[config.mk]
export PLATFORM = sky130hd
export DESIGN_NAME = stack_uop_seq
export DESIGN_NICKNAME = d
export VERILOG_FILES = /design/src/rtl/stack_uop_pkg.sv /design/src/rtl/stack_rlist_dec.sv /design/src/rtl/stack_slot_map.sv /design/src/rtl/stack_uop_seq.sv
export SDC_FILE = /design/constraint.sdc
export NUM_CORES = 1
export LEC_CHECK = 0
export ABC_AREA = 1
export BUFFER_PORTS_ARGS = -buffer_cell sky130_fd_sc_hd__clkbuf_2
export CAP_MARGIN = 20
export CORE_ASPECT_RATIO = 0.9
export CORE_UTILIZATION = 40
export DETAILED_ROUTE_END_ITERATION = 16
export PLACE_DENSITY = 0.64
export SLEW_MARGIN = 15
export SYNTH_ARGS = -nofsm -noshare
export SYNTH_HDL_FRONTEND = slang
export SYNTH_HIERARCHICAL = 1
export SYNTH_SLANG_ARGS = --single-unit
[constraint.sdc]
create_clock -name clk -period 6.7 [get_ports clk]
set_clock_uncertainty 0.1 [all_clocks]
set_input_delay 1.34 -clock clk [delete_from_list [all_inputs] [get_ports clk]]
set_output_delay 1.34 -clock clk [all_outputs]
set_load 0.03 [all_outputs]
[src/rtl/stack_uop_pkg.sv]
package stack_uop_pkg;
    localparam int REG_W    = 5;
    localparam int OFF_W    = 12;
    localparam int CNT_W    = 4;
    localparam int MAX_REGS = 13;
    localparam int FRAME_W  = 9;

    localparam logic [REG_W-1:0] X_RA = REG_W'(1);
    localparam logic [REG_W-1:0] X_SP = REG_W'(2);
    localparam logic [REG_W-1:0] X_S0 = REG_W'(8);
    localparam logic [REG_W-1:0] X_A0 = REG_W'(10);

    typedef enum logic [2:0] {
        K_PUSH    = 3'd0,
        K_PUSHFP  = 3'd1,
        K_POP     = 3'd2,
        K_POPRET  = 3'd3,
        K_POPRETZ = 3'd4
    } kind_e;

    typedef enum logic [2:0] {
        OP_STORE  = 3'd0,
        OP_LOAD   = 3'd1,
        OP_SPADD  = 3'd2,
        OP_FPSET  = 3'd3,
        OP_A0ZERO = 3'd4,
        OP_RET    = 3'd5
    } uop_e;

    typedef enum logic [2:0] {
        PH_IDLE,
        PH_MEM,
        PH_FP,
        PH_A0,
        PH_SP,
        PH_RET
    } phase_e;

    typedef struct packed {
        phase_e             phase;
        kind_e              kind;
        logic               wide;
        logic [CNT_W-1:0]   count;
        logic [CNT_W-1:0]   idx;
        logic [FRAME_W-1:0] frame;
        logic               done;
        logic               illegal;
    } seq_s;
endpackage

[src/rtl/stack_rlist_dec.sv]
module stack_rlist_dec
    import stack_uop_pkg::*;
#(
    parameter int CODE_W = 4,
    parameter int IMM_W  = 2
) (
    input  logic [CODE_W-1:0]  code,
    input  logic [IMM_W-1:0]   spimm,
    input  logic               wide,
    output logic               legal,
    output logic [CNT_W-1:0]   count,
    output logic [FRAME_W-1:0] frame
);
    localparam int FIRST_CODE = 4;
    localparam int CODE_BIAS  = FIRST_CODE - 1;
    localparam logic [CODE_W-1:0] TOP_CODE = '1;

    logic [FRAME_W-1:0] slot_b;
    logic [FRAME_W-1:0] save_b;
    logic [FRAME_W-1:0] round_b;

    always_comb begin
        legal = (code >= CODE_W'(FIRST_CODE));
        if (code == TOP_CODE) begin
            count = CNT_W'(MAX_REGS);
        end else if (legal) begin
            count = CNT_W'(code - CODE_W'(CODE_BIAS));
        end else begin
            count = '0;
        end
        slot_b  = wide ? FRAME_W'(8) : FRAME_W'(4);
        save_b  = FRAME_W'(count) * slot_b;
        round_b = (save_b + FRAME_W'(15)) & ~FRAME_W'(15);
        frame   = round_b + (FRAME_W'(spimm) << 4);
    end
endmodule

[src/rtl/stack_slot_map.sv]
module stack_slot_map
    import stack_uop_pkg::*;
(
    input  logic [CNT_W-1:0]          idx,
    input  logic                      wide,
    input  logic [FRAME_W-1:0]        frame,
    output logic [REG_W-1:0]          reg_num,
    output logic signed [OFF_W-1:0]   st_off,
    output logic signed [OFF_W-1:0]   ld_off
);
    logic [REG_W-1:0] reg_tab [MAX_REGS];

    for (genvar g = 0; g < MAX_REGS; g++) begin : g_tab
        assign reg_tab[g] = REG_W'(g == 0 ? 1 : (g < 3 ? g + 7 : g + 15));
    end

    logic [OFF_W-1:0] depth_u;
    logic [OFF_W-1:0] frame_u;

    always_comb begin
        reg_num = (int'(idx) < MAX_REGS) ? reg_tab[idx] : '0;
        depth_u = (OFF_W'(idx) + OFF_W'(1)) << (wide ? 3 : 2);
        frame_u = OFF_W'(frame);
        st_off  = -$signed(depth_u);
        ld_off  = $signed(frame_u) - $signed(depth_u);
    end
endmodule

[src/rtl/stack_uop_seq.sv]
module stack_uop_seq
    import stack_uop_pkg::*;
#(
    parameter int CODE_W = 4,
    parameter int IMM_W  = 2,
    parameter int KIND_W = 3
) (
    input  logic                     clk,
    input  logic                     rst_n,
    input  logic                     req_valid,
    output logic                     req_ready,
    input  logic [KIND_W-1:0]        req_kind,
    input  logic [CODE_W-1:0]        req_rlist,
    input  logic [IMM_W-1:0]         req_spimm,
    input  logic                     req_wide,
    output logic                     uop_valid,
    input  logic                     uop_ready,
    output logic [2:0]               uop_op,
    output logic [REG_W-1:0]         uop_reg,
    output logic signed [OFF_W-1:0]  uop_off,
    output logic                     done,
    output logic                     illegal
);
    seq_s s_q, s_d;

    logic               dec_legal;
    logic [CNT_W-1:0]   dec_count;
    logic [FRAME_W-1:0] dec_frame;

    stack_rlist_dec #(.CODE_W(CODE_W), .IMM_W(IMM_W)) dec_i (
        .code  (req_rlist),
        .spimm (req_spimm),
        .wide  (req_wide),
        .legal (dec_legal),
        .count (dec_count),
        .frame (dec_frame)
    );

    logic [REG_W-1:0]        map_reg;
    logic signed [OFF_W-1:0] map_st;
    logic signed [OFF_W-1:0] map_ld;

    stack_slot_map map_i (
        .idx     (s_q.idx),
        .wide    (s_q.wide),
        .frame   (s_q.frame),
        .reg_num (map_reg),
        .st_off  (map_st),
        .ld_off  (map_ld)
    );

    logic                    is_push;
    logic                    has_ret;
    logic                    accept;
    logic                    beat;
    logic                    kind_ok;
    logic                    last_mem;
    logic [OFF_W-1:0]        frame_u;
    logic signed [OFF_W-1:0] frame_s;
    phase_e                  after_mem;

    always_comb begin
        is_push   = (s_q.kind == K_PUSH) || (s_q.kind == K_PUSHFP);
        has_ret   = (s_q.kind == K_POPRET) || (s_q.kind == K_POPRETZ);
        frame_u   = OFF_W'(s_q.frame);
        frame_s   = $signed(frame_u);
        last_mem  = ((s_q.idx + CNT_W'(1)) == s_q.count);
        kind_ok   = (req_kind <= KIND_W'(K_POPRETZ));

        case (s_q.kind)
            K_PUSHFP:  after_mem = PH_FP;
            K_POPRETZ: after_mem = PH_A0;
            default:   after_mem = PH_SP;
        endcase

        req_ready = (s_q.phase == PH_IDLE);
        uop_valid = (s_q.phase != PH_IDLE);
        accept    = req_valid && req_ready;
        beat      = uop_valid && uop_ready;

        uop_op  = OP_STORE;
        uop_reg = '0;
        uop_off = '0;
        case (s_q.phase)
            PH_MEM: begin
                uop_op  = is_push ? OP_STORE : OP_LOAD;
                uop_reg = map_reg;
                uop_off = is_push ? map_st : map_ld;
            end
            PH_FP: begin
                uop_op  = OP_FPSET;
                uop_reg = X_S0;
            end
            PH_A0: begin
                uop_op  = OP_A0ZERO;
                uop_reg = X_A0;
            end
            PH_SP: begin
                uop_op  = OP_SPADD;
                uop_reg = X_SP;
                uop_off = is_push ? -frame_s : frame_s;
            end
            PH_RET: begin
                uop_op  = OP_RET;
                uop_reg = X_RA;
            end
            default: ;
        endcase

        s_d         = s_q;
        s_d.done    = 1'b0;
        s_d.illegal = 1'b0;
        case (s_q.phase)
            PH_IDLE: begin
                if (accept) begin
                    if (dec_legal && kind_ok) begin
                        s_d.phase = PH_MEM;
                        s_d.kind  = kind_e'(req_kind);
                        s_d.wide  = req_wide;
                        s_d.count = dec_count;
                        s_d.idx   = '0;
                        s_d.frame = dec_frame;
                    end else begin
                        s_d.illegal = 1'b1;
                    end
                end
            end
            PH_MEM: begin
                if (beat) begin
                    if (last_mem) begin
                        s_d.phase = after_mem;
                    end else begin
                        s_d.idx = s_q.idx + CNT_W'(1);
                    end
                end
            end
            PH_FP, PH_A0: begin
                if (beat) s_d.phase = PH_SP;
            end
            PH_SP: begin
                if (beat) begin
                    if (has_ret) begin
                        s_d.phase = PH_RET;
                    end else begin
                        s_d.phase = PH_IDLE;
                        s_d.done  = 1'b1;
                    end
                end
            end
            PH_RET: begin
                if (beat) begin
                    s_d.phase = PH_IDLE;
                    s_d.done  = 1'b1;
                end
            end
            default: s_d.phase = PH_IDLE;
        endcase

        done    = s_q.done;
        illegal = s_q.illegal;
    end

    always_ff @(posedge clk or negedge rst_n) begin
        if (!rst_n) begin
            s_q <= '{phase: PH_IDLE, kind: K_PUSH, wide: 1'b0, count: '0,
                     idx: '0, frame: '0, done: 1'b0, illegal: 1'b0};
        end else begin
            s_q <= s_d;
        end
    end
endmodule

==> results of run 1 <==
==> cells by family after synthesis <==
| logic type | Yosys count | share of synthesized area [%] |
|---|---|---|
| buffers and inverters | 94 | 13.60 |
| other | 2 | 0.2444 |
| AOI/OAI and AO/OA | 67 | 11.81 |
| xor gates and xnor gates | 12 | 4.031 |
| and+or+nand+nor | 261 | 39.29 |
| adders and majority gates | 23 | 9.853 |
| DFF | 26 | 21.17 |
==> registers in the layout, indices dropped and copies added (netlist names) <==
name     count
frame_s      9
done         1
illegal      1
s_q         15
==> final timing paths <==
check / endpoint / slack (ns) / start
setup / recovery: uop_off[10] / 2.33 / s_q[11]
hold / removal: s_q[18] / 0.41 / s_q[18]
setup reg to reg: s_q[14] / 4.33 / s_q[24]
hold reg to reg: s_q[18] / 0.41 / s_q[18]
max in group asynchronous: frame_s[0] / 5.08 / rst_n
min in group asynchronous: done / 0.97 / rst_n
==> cell usage in the layout, fill, tap and decap left out, drive strengths merged <==
cell type    n
nor2        53
xor2         8
a31oi        1
o21bai       1
o22ai        8
bufinv       1
a21oi       13
inv         76
nand2      139
o21ai       43
fa           2
or2          5
conb         8
xnor2        4
dfrtp       26
nor3         7
buf          1
and2         2
nand3       45
nand4        9
clkbuf      40
ha          21
nand3b       1
o31ai        1
==> where the power goes <==
group	internal, mW	total [mW]	switching [mW]	leakage [nW]
combinational	0.395	1.18	0.786	1.39
clock	0.0800	0.132	0.0520	0.0357
sequential	0.219	0.305	0.0867	0.336
==> per-layer routing <==
metal | up-vias | global-route usage (%)
li1 | 1590 | -
met3 | 7 | 0.7168
met1 | 1299 | 27.34
met2 | 55 | 29.71
met5 | - | 0
met4 | 0 | 3.916
==> synthesized netlist by cell type (8+ instances only) <==
| master | n |
|---|---|
| nand2_1 | 122 |
| inv_1 | 71 |
| nor2_1 | 48 |
| nand3_1 | 41 |
| o21ai_0 | 41 |
| dfrtp_1 | 26 |
| ha_1 | 21 |
| nand2_2 | 13 |
| a21oi_1 | 12 |
| buf_4 | 9 |
| nand4_1 | 8 |
| o22ai_1 | 8 |
==> layout make-up <==
| cell class | count | area share [%] |
|---|---|---|
| clock buffer | 3 | 1.235 |
| clock inverter | 1 | 0.8982 |
| inverter | 76 | 8.533 |
| multi-input combinational | 371 | 60.63 |
| sequential | 26 | 19.46 |
| tap | 93 | 3.481 |
| timing repair buffer | 38 | 5.763 |
==> critical path, stage by stage (launching register included) <==
cell,delay [ns]
dfrtp_1,0.64
ha_1,0.24
inv_1,0.04
nor2_1,0.09
inv_1,0.07
nor2_1,0.16
inv_1,0.13
ha_1,0.34
inv_1,0.11
o21bai_2,0.08
inv_1,0.08
nand3_2,0.11
inv_1,0.07
o21ai_0,0.08
o21ai_0,0.19
clkbuf_2,0.22
==> stage by stage <==
stage,area [um2],power (mW),util [%]
after floorplan,3095,1.255,-
after global placement,3272,1.466,45.09
after detailed placement,3272,1.488,45.09
after CTS,3343,1.624,46.07
after global routing,3343,1.796,46.07
final,3343,1.619,46.07
==> run_results.csv, run 1 <==
group,metric,value,unit
logic_synthesis,yosys.area.top_type,"dfrtp_1",
die,die_w,94.39,um
logic_synthesis,ys.flop_type,"dfrtp_1",
clock_network,cts_root_buf,"clkbuf_8",
logic_synthesis,synth_area_leaders,"dfrtp_1, nand2_1, inv_1",
detailed_routing,vias,2951,
timing,whs,0.4097,ns
power,power_density,484.2,nW/um2
timing,hold_viol,0,
logic_synthesis,yosysUniqueCellTypes,39,
clock_network,cts_tree,"yes",
detailed_routing,wl_met1,3713,um
clock_network,htree_levels,1,
worst_setup_path,rr_worst_depth,8,
worst_setup_path,critPathRequiredTime,5.26,ns
global_route,antenna_found_initial,0,
timing,worst_slew_pin_slew,0.9494,ns
finish,fin_nets,553,
clock_network,cts_sinks,26,
worst_setup_path,cp-end-kind,"primary output",
flow_run,max_cap_viol_count,0,
die,io_pins,38,
timing,fmax,228.6,MHz
global_route,grt_usage,18.46,%
detailed_routing,drtIter0Drc,209,
timing,setup_slack,2.326,ns
clock_network,clock_latency,0.28,ns
finish,multi_input_area,2027,um2
detailed_routing,maxUsedRoutingLayer,"met4",
clock_network,clk_path_buf_depth,2,
clock_network,cts_buffers,3,
clock_network,cts_resized,0,
detailed_routing,drc,0,
detailed_routing,wl_met3,162,um
die,dieArea,8037,um2
placement,dp_cells,604,
hold_path,hold_depth,2,
timing,drv_slew,0,
global_route,grt_pass1_vias,2674,
power,leakage,1.765,nW
finish,area_growth_syn_to_layout,8.795,%
finish,num_antenna_cells,0,
timing,finalCritPeriodShare,65.28,%
finish,drive_gt1_share,15.73,%
clock_network,path_clk_slew,0.10,ns
detailed_routing,routedWlPerCell,11.45,um
logic_synthesis,async_reset_ff_share,100.0,%
logic_synthesis,ys_ff_latch,26,
hold_path,hold_class,"flip-flop to flip-flop",
finish,fillers,783,
detailed_routing,wl,6960,um
worst_setup_path,cp_data_arrival_time,2.93,ns
timing,rsz0062_at_grt,"false",
worst_setup_path,worstPathMaxFanout,15,
logic_synthesis,synth_top_area_share,21.17,%
die,core_area,7257,um2
worst_setup_path,start_kind,"flip-flop",
detailed_routing,wl_met2,3024,um
timing,period_minus_slack,4.374,ns
worst_setup_path,criticalPathCategory,"flip-flop to primary output",
clock_network,post_cts_buffers,0,
die,rows,29,
timing,slew-limit-headroom,36.64,%
timing,setup-tns-final,0,ns
die,die_y,85.15,um
die,start_util,42.34,%
detailed_routing,postRouteAntennaNets,0,
power,irDropWorstVdd,0.0001479,V
global_route,overflow,0,
global_route,grt_max_degree,30,
logic_synthesis,synth.avg_cell_area,6.336,um2
detailed_routing,dr.pass1.iters,5,
logic_synthesis,yosysSeqAreaShare,21.17,%
placement,portBuffers,37,
placement,gp_congestion,0.8139,
placement,place_ws,2.648,ns
global_route,grt_pass1_wl,12100,um
logic_synthesis,synthesis.area,3073,um2
detailed_routing,vias_per_cell,4.854,
logic_synthesis,synth_edf_count,0,
clock_network,holdBufCountCts,0,
status,status,"complete, no violations",
placement,hpwlAfterDp,5587,um
finish,fin_cells,608,
logic_synthesis,syn-instance-count,485,
finish,regArea,650.6,um2
logic_synthesis,ys.warnings.count,6,
timing,finalSetupViolCount,0,
No activity file was read; power rests on OpenSTA's default activity.
==> run 2: changes to the inputs <==
Settings changed: PLACE_DENSITY 0.64 to 0.66.
Clock period 6.7 ns to 3.7 ns, I/O delays scaled along.
==> run 2 against run 1 <==
Global-route usage down 0.65 points. Hold slack worse by 0.036 ns. Via count up 2.3%. Cell count up 1.3%. Register-to-register slack worse by 2.8 ns. First-iteration DRC count down 5.3%. Sequential share of layout area down 0.23 points. Worst setup slack worse by 2.1 ns. Clock-buffer cell count up 1. Clock power up 37%. Critical path type unchanged. Critical endpoint is now uop_off[8].
==> run_results.csv, run 2 (synthesis results as in run 1) <==
group,metric,value,unit
clock_network,cts_tree,"yes",
worst_setup_path,crit_chain,"ha_1 -> inv_1 -> nor2_1 -> inv_1 -> nor2_2 -> inv_1 -> ha_1 -> inv_1 -> o21bai_2 -> inv_1 -> nand3_2 -> nand2_1 -> o21ai_0 -> o21ai_0 -> clkbuf_2",
global_route,grt-busiest-layer,"met2",
timing,worst_slew_pin_slew,0.6446,ns
timing,finalCritPeriodShare,94.08,%
finish,regMostFlops,"s_q",
timing,period_minus_slack,3.481,ns
worst_setup_path,cp-end-kind,"primary output",
die,rows,29,
clock_network,clock_latency,0.27,ns
global_route,grt_util_met2,28.85,%
worst_setup_path,crit_top_cell,"inv_1",
placement,post_dp_cell_area,3302,um2
finish,layout_common_cells,"nand2_1, inv_1, nor2_1, o21ai_0, nand3_1",
detailed_routing,wl,6854,um
clock_network,cts_buffers,3,
placement,gp_congestion,0.8038,
clock_network,path_clk_slew,0.09,ns
clock_network,cts_root_buf,"clkbuf_8",
worst_setup_path,slowest_delay,0.47,ns
clock_network,holdBufCountCts,0,
hold_path,hold_class,"input port to async pin",
worst_setup_path,reg2reg_from,"s_q[11]",
timing,whs,0.3737,ns
timing,rsz0062_at_grt,"false",
detailed_routing,postRouteAntennaNets,0,
worst_setup_path,worstPathMaxFanout,8,
placement,portBuffers,37,
worst_setup_path,start_kind,"flip-flop",
timing,drv_slew,0,
finish,fin_nets,561,
worst_setup_path,reg2reg_to,"s_q[23]",
status,status,"complete, no violations",
global_route,met3_usage,1.792,%
worst_setup_path,slowest_stage,"dfrtp_2",
power,p_total,2.926,mW
global_route,grt_usage,17.82,%
flow_run,max_cap_viol_count,0,
global_route,grt_max_degree,27,
timing,slew-limit-headroom,57.02,%
global_route,gr-usage-met1,25.71,%
detailed_routing,drtIter0Drc,198,
worst_setup_path,critPathRequiredTime,2.86,ns
global_route,grt_pass1_vias,2620,
die,start_util,42.34,%
power,leakage,1.800,nW
clock_network,htree_levels,1,
detailed_routing,vias,3019,
worst_setup_path,cp_data_arrival_time,2.64,ns
finish,num_antenna_cells,0,
worst_setup_path,criticalPathCategory,"flip-flop to primary output",
placement,hpwlAfterDp,5507,um
timing,finalSetupViolCount,0,
finish,drive_gt1_share,18.36,%
power,power_density,858.2,nW/um2
timing,fmax,287.3,MHz
finish,fillers,762,
timing,hold_viol,0,
finish,utilization,46.98,%
worst_setup_path,rr_worst_depth,11,
global_route,grt_pass1_wl,11560,um
clock_network,cts_sinks,26,
global_route,antenna_found_initial,0,
worst_setup_path,r2r_slack,1.55,ns
global_route,overflow,0,
finish,final_area,3410,um2
clock_network,clk_path_buf_depth,2,
finish,area_growth_syn_to_layout,10.95,%
detailed_routing,routedWlPerCell,11.13,um
die,die_w,94.39,um
detailed_routing,drc,0,
die,io_pins,38,
die,dieArea,8037,um2
detailed_routing,dr.pass1.iters,5,
finish,layout_commonest_cell,"nand2_1",
timing,setup-tns-final,0,ns
die,core_area,7257,um2
finish,largest_reg_flops,15,
die,die_y,85.15,um
detailed_routing,vias_per_cell,4.901,
power,irDropWorstVdd,0.0002753,V
==> run 2: timing repair <==
| action | in CTS | in global routing |
|---|---|---|
| resized for setup | 0 | 12 |
| setup buffers | 0 | 4 |
| setup endpoints to repair | 0 | 6 |
==> run 2: critical path, delay by kind of cell (launching register included) <==
family / cells / cell delay (ns)
AOI/OAI and AO/OA: 3 / 0.37
adders and majority gates: 2 / 0.55
buffers and inverters: 6 / 0.58
DFF: 1 / 0.47
and+or+nand+nor: 4 / 0.39
==> run 2: routing by layer <==
layer | wire (um) | vias up
li1 | - | 1607
met1 | 3568 | 1339
met2 | 2983 | 69
met3 | 253 | 4
met4 | 49 | 0
met5 | 0 | -
==> run 2: cell type report <==
type	count	area, um2	area share, %
Clock buffer	4	55.05	1.615
Inverter	76	285.3	8.367
Multi-Input combinational cell	371	2042	59.89
Sequential cell	26	655.6	19.23
Tap cell	93	116.4	3.413
Timing Repair Buffer	46	255.2	7.486
==> run 2: how the worst max path moves through the flow <==
stage	slack (ns)	start	endpoint
floorplan	0.26	s_q[11]	uop_off[10]
global placement	0.35	req_rlist[0]	frame_s[8]
detailed placement	0.29	req_rlist[0]	frame_s[8]
CTS	0.06	s_q[12]	uop_off[8]
global route	0.01	s_q[11]	uop_off[8]
finish	0.22	s_q[11]	uop_off[8]
==> run 2: where the power goes <==
part	switching, mW	leakage (nW)	internal (mW)
clock	0.0863	0.0288	0.0951
sequential	0.140	0.329	0.398
combinational	1.45	1.44	0.759
==> run 2: through the flow <==
step                cells  setup slack [ns]
CTS                   612           0.06296
finish                616            0.2189
global placement      608            0.3548
global route          616           0.01016
floorplan             491            0.2614
detailed placement    608            0.2891
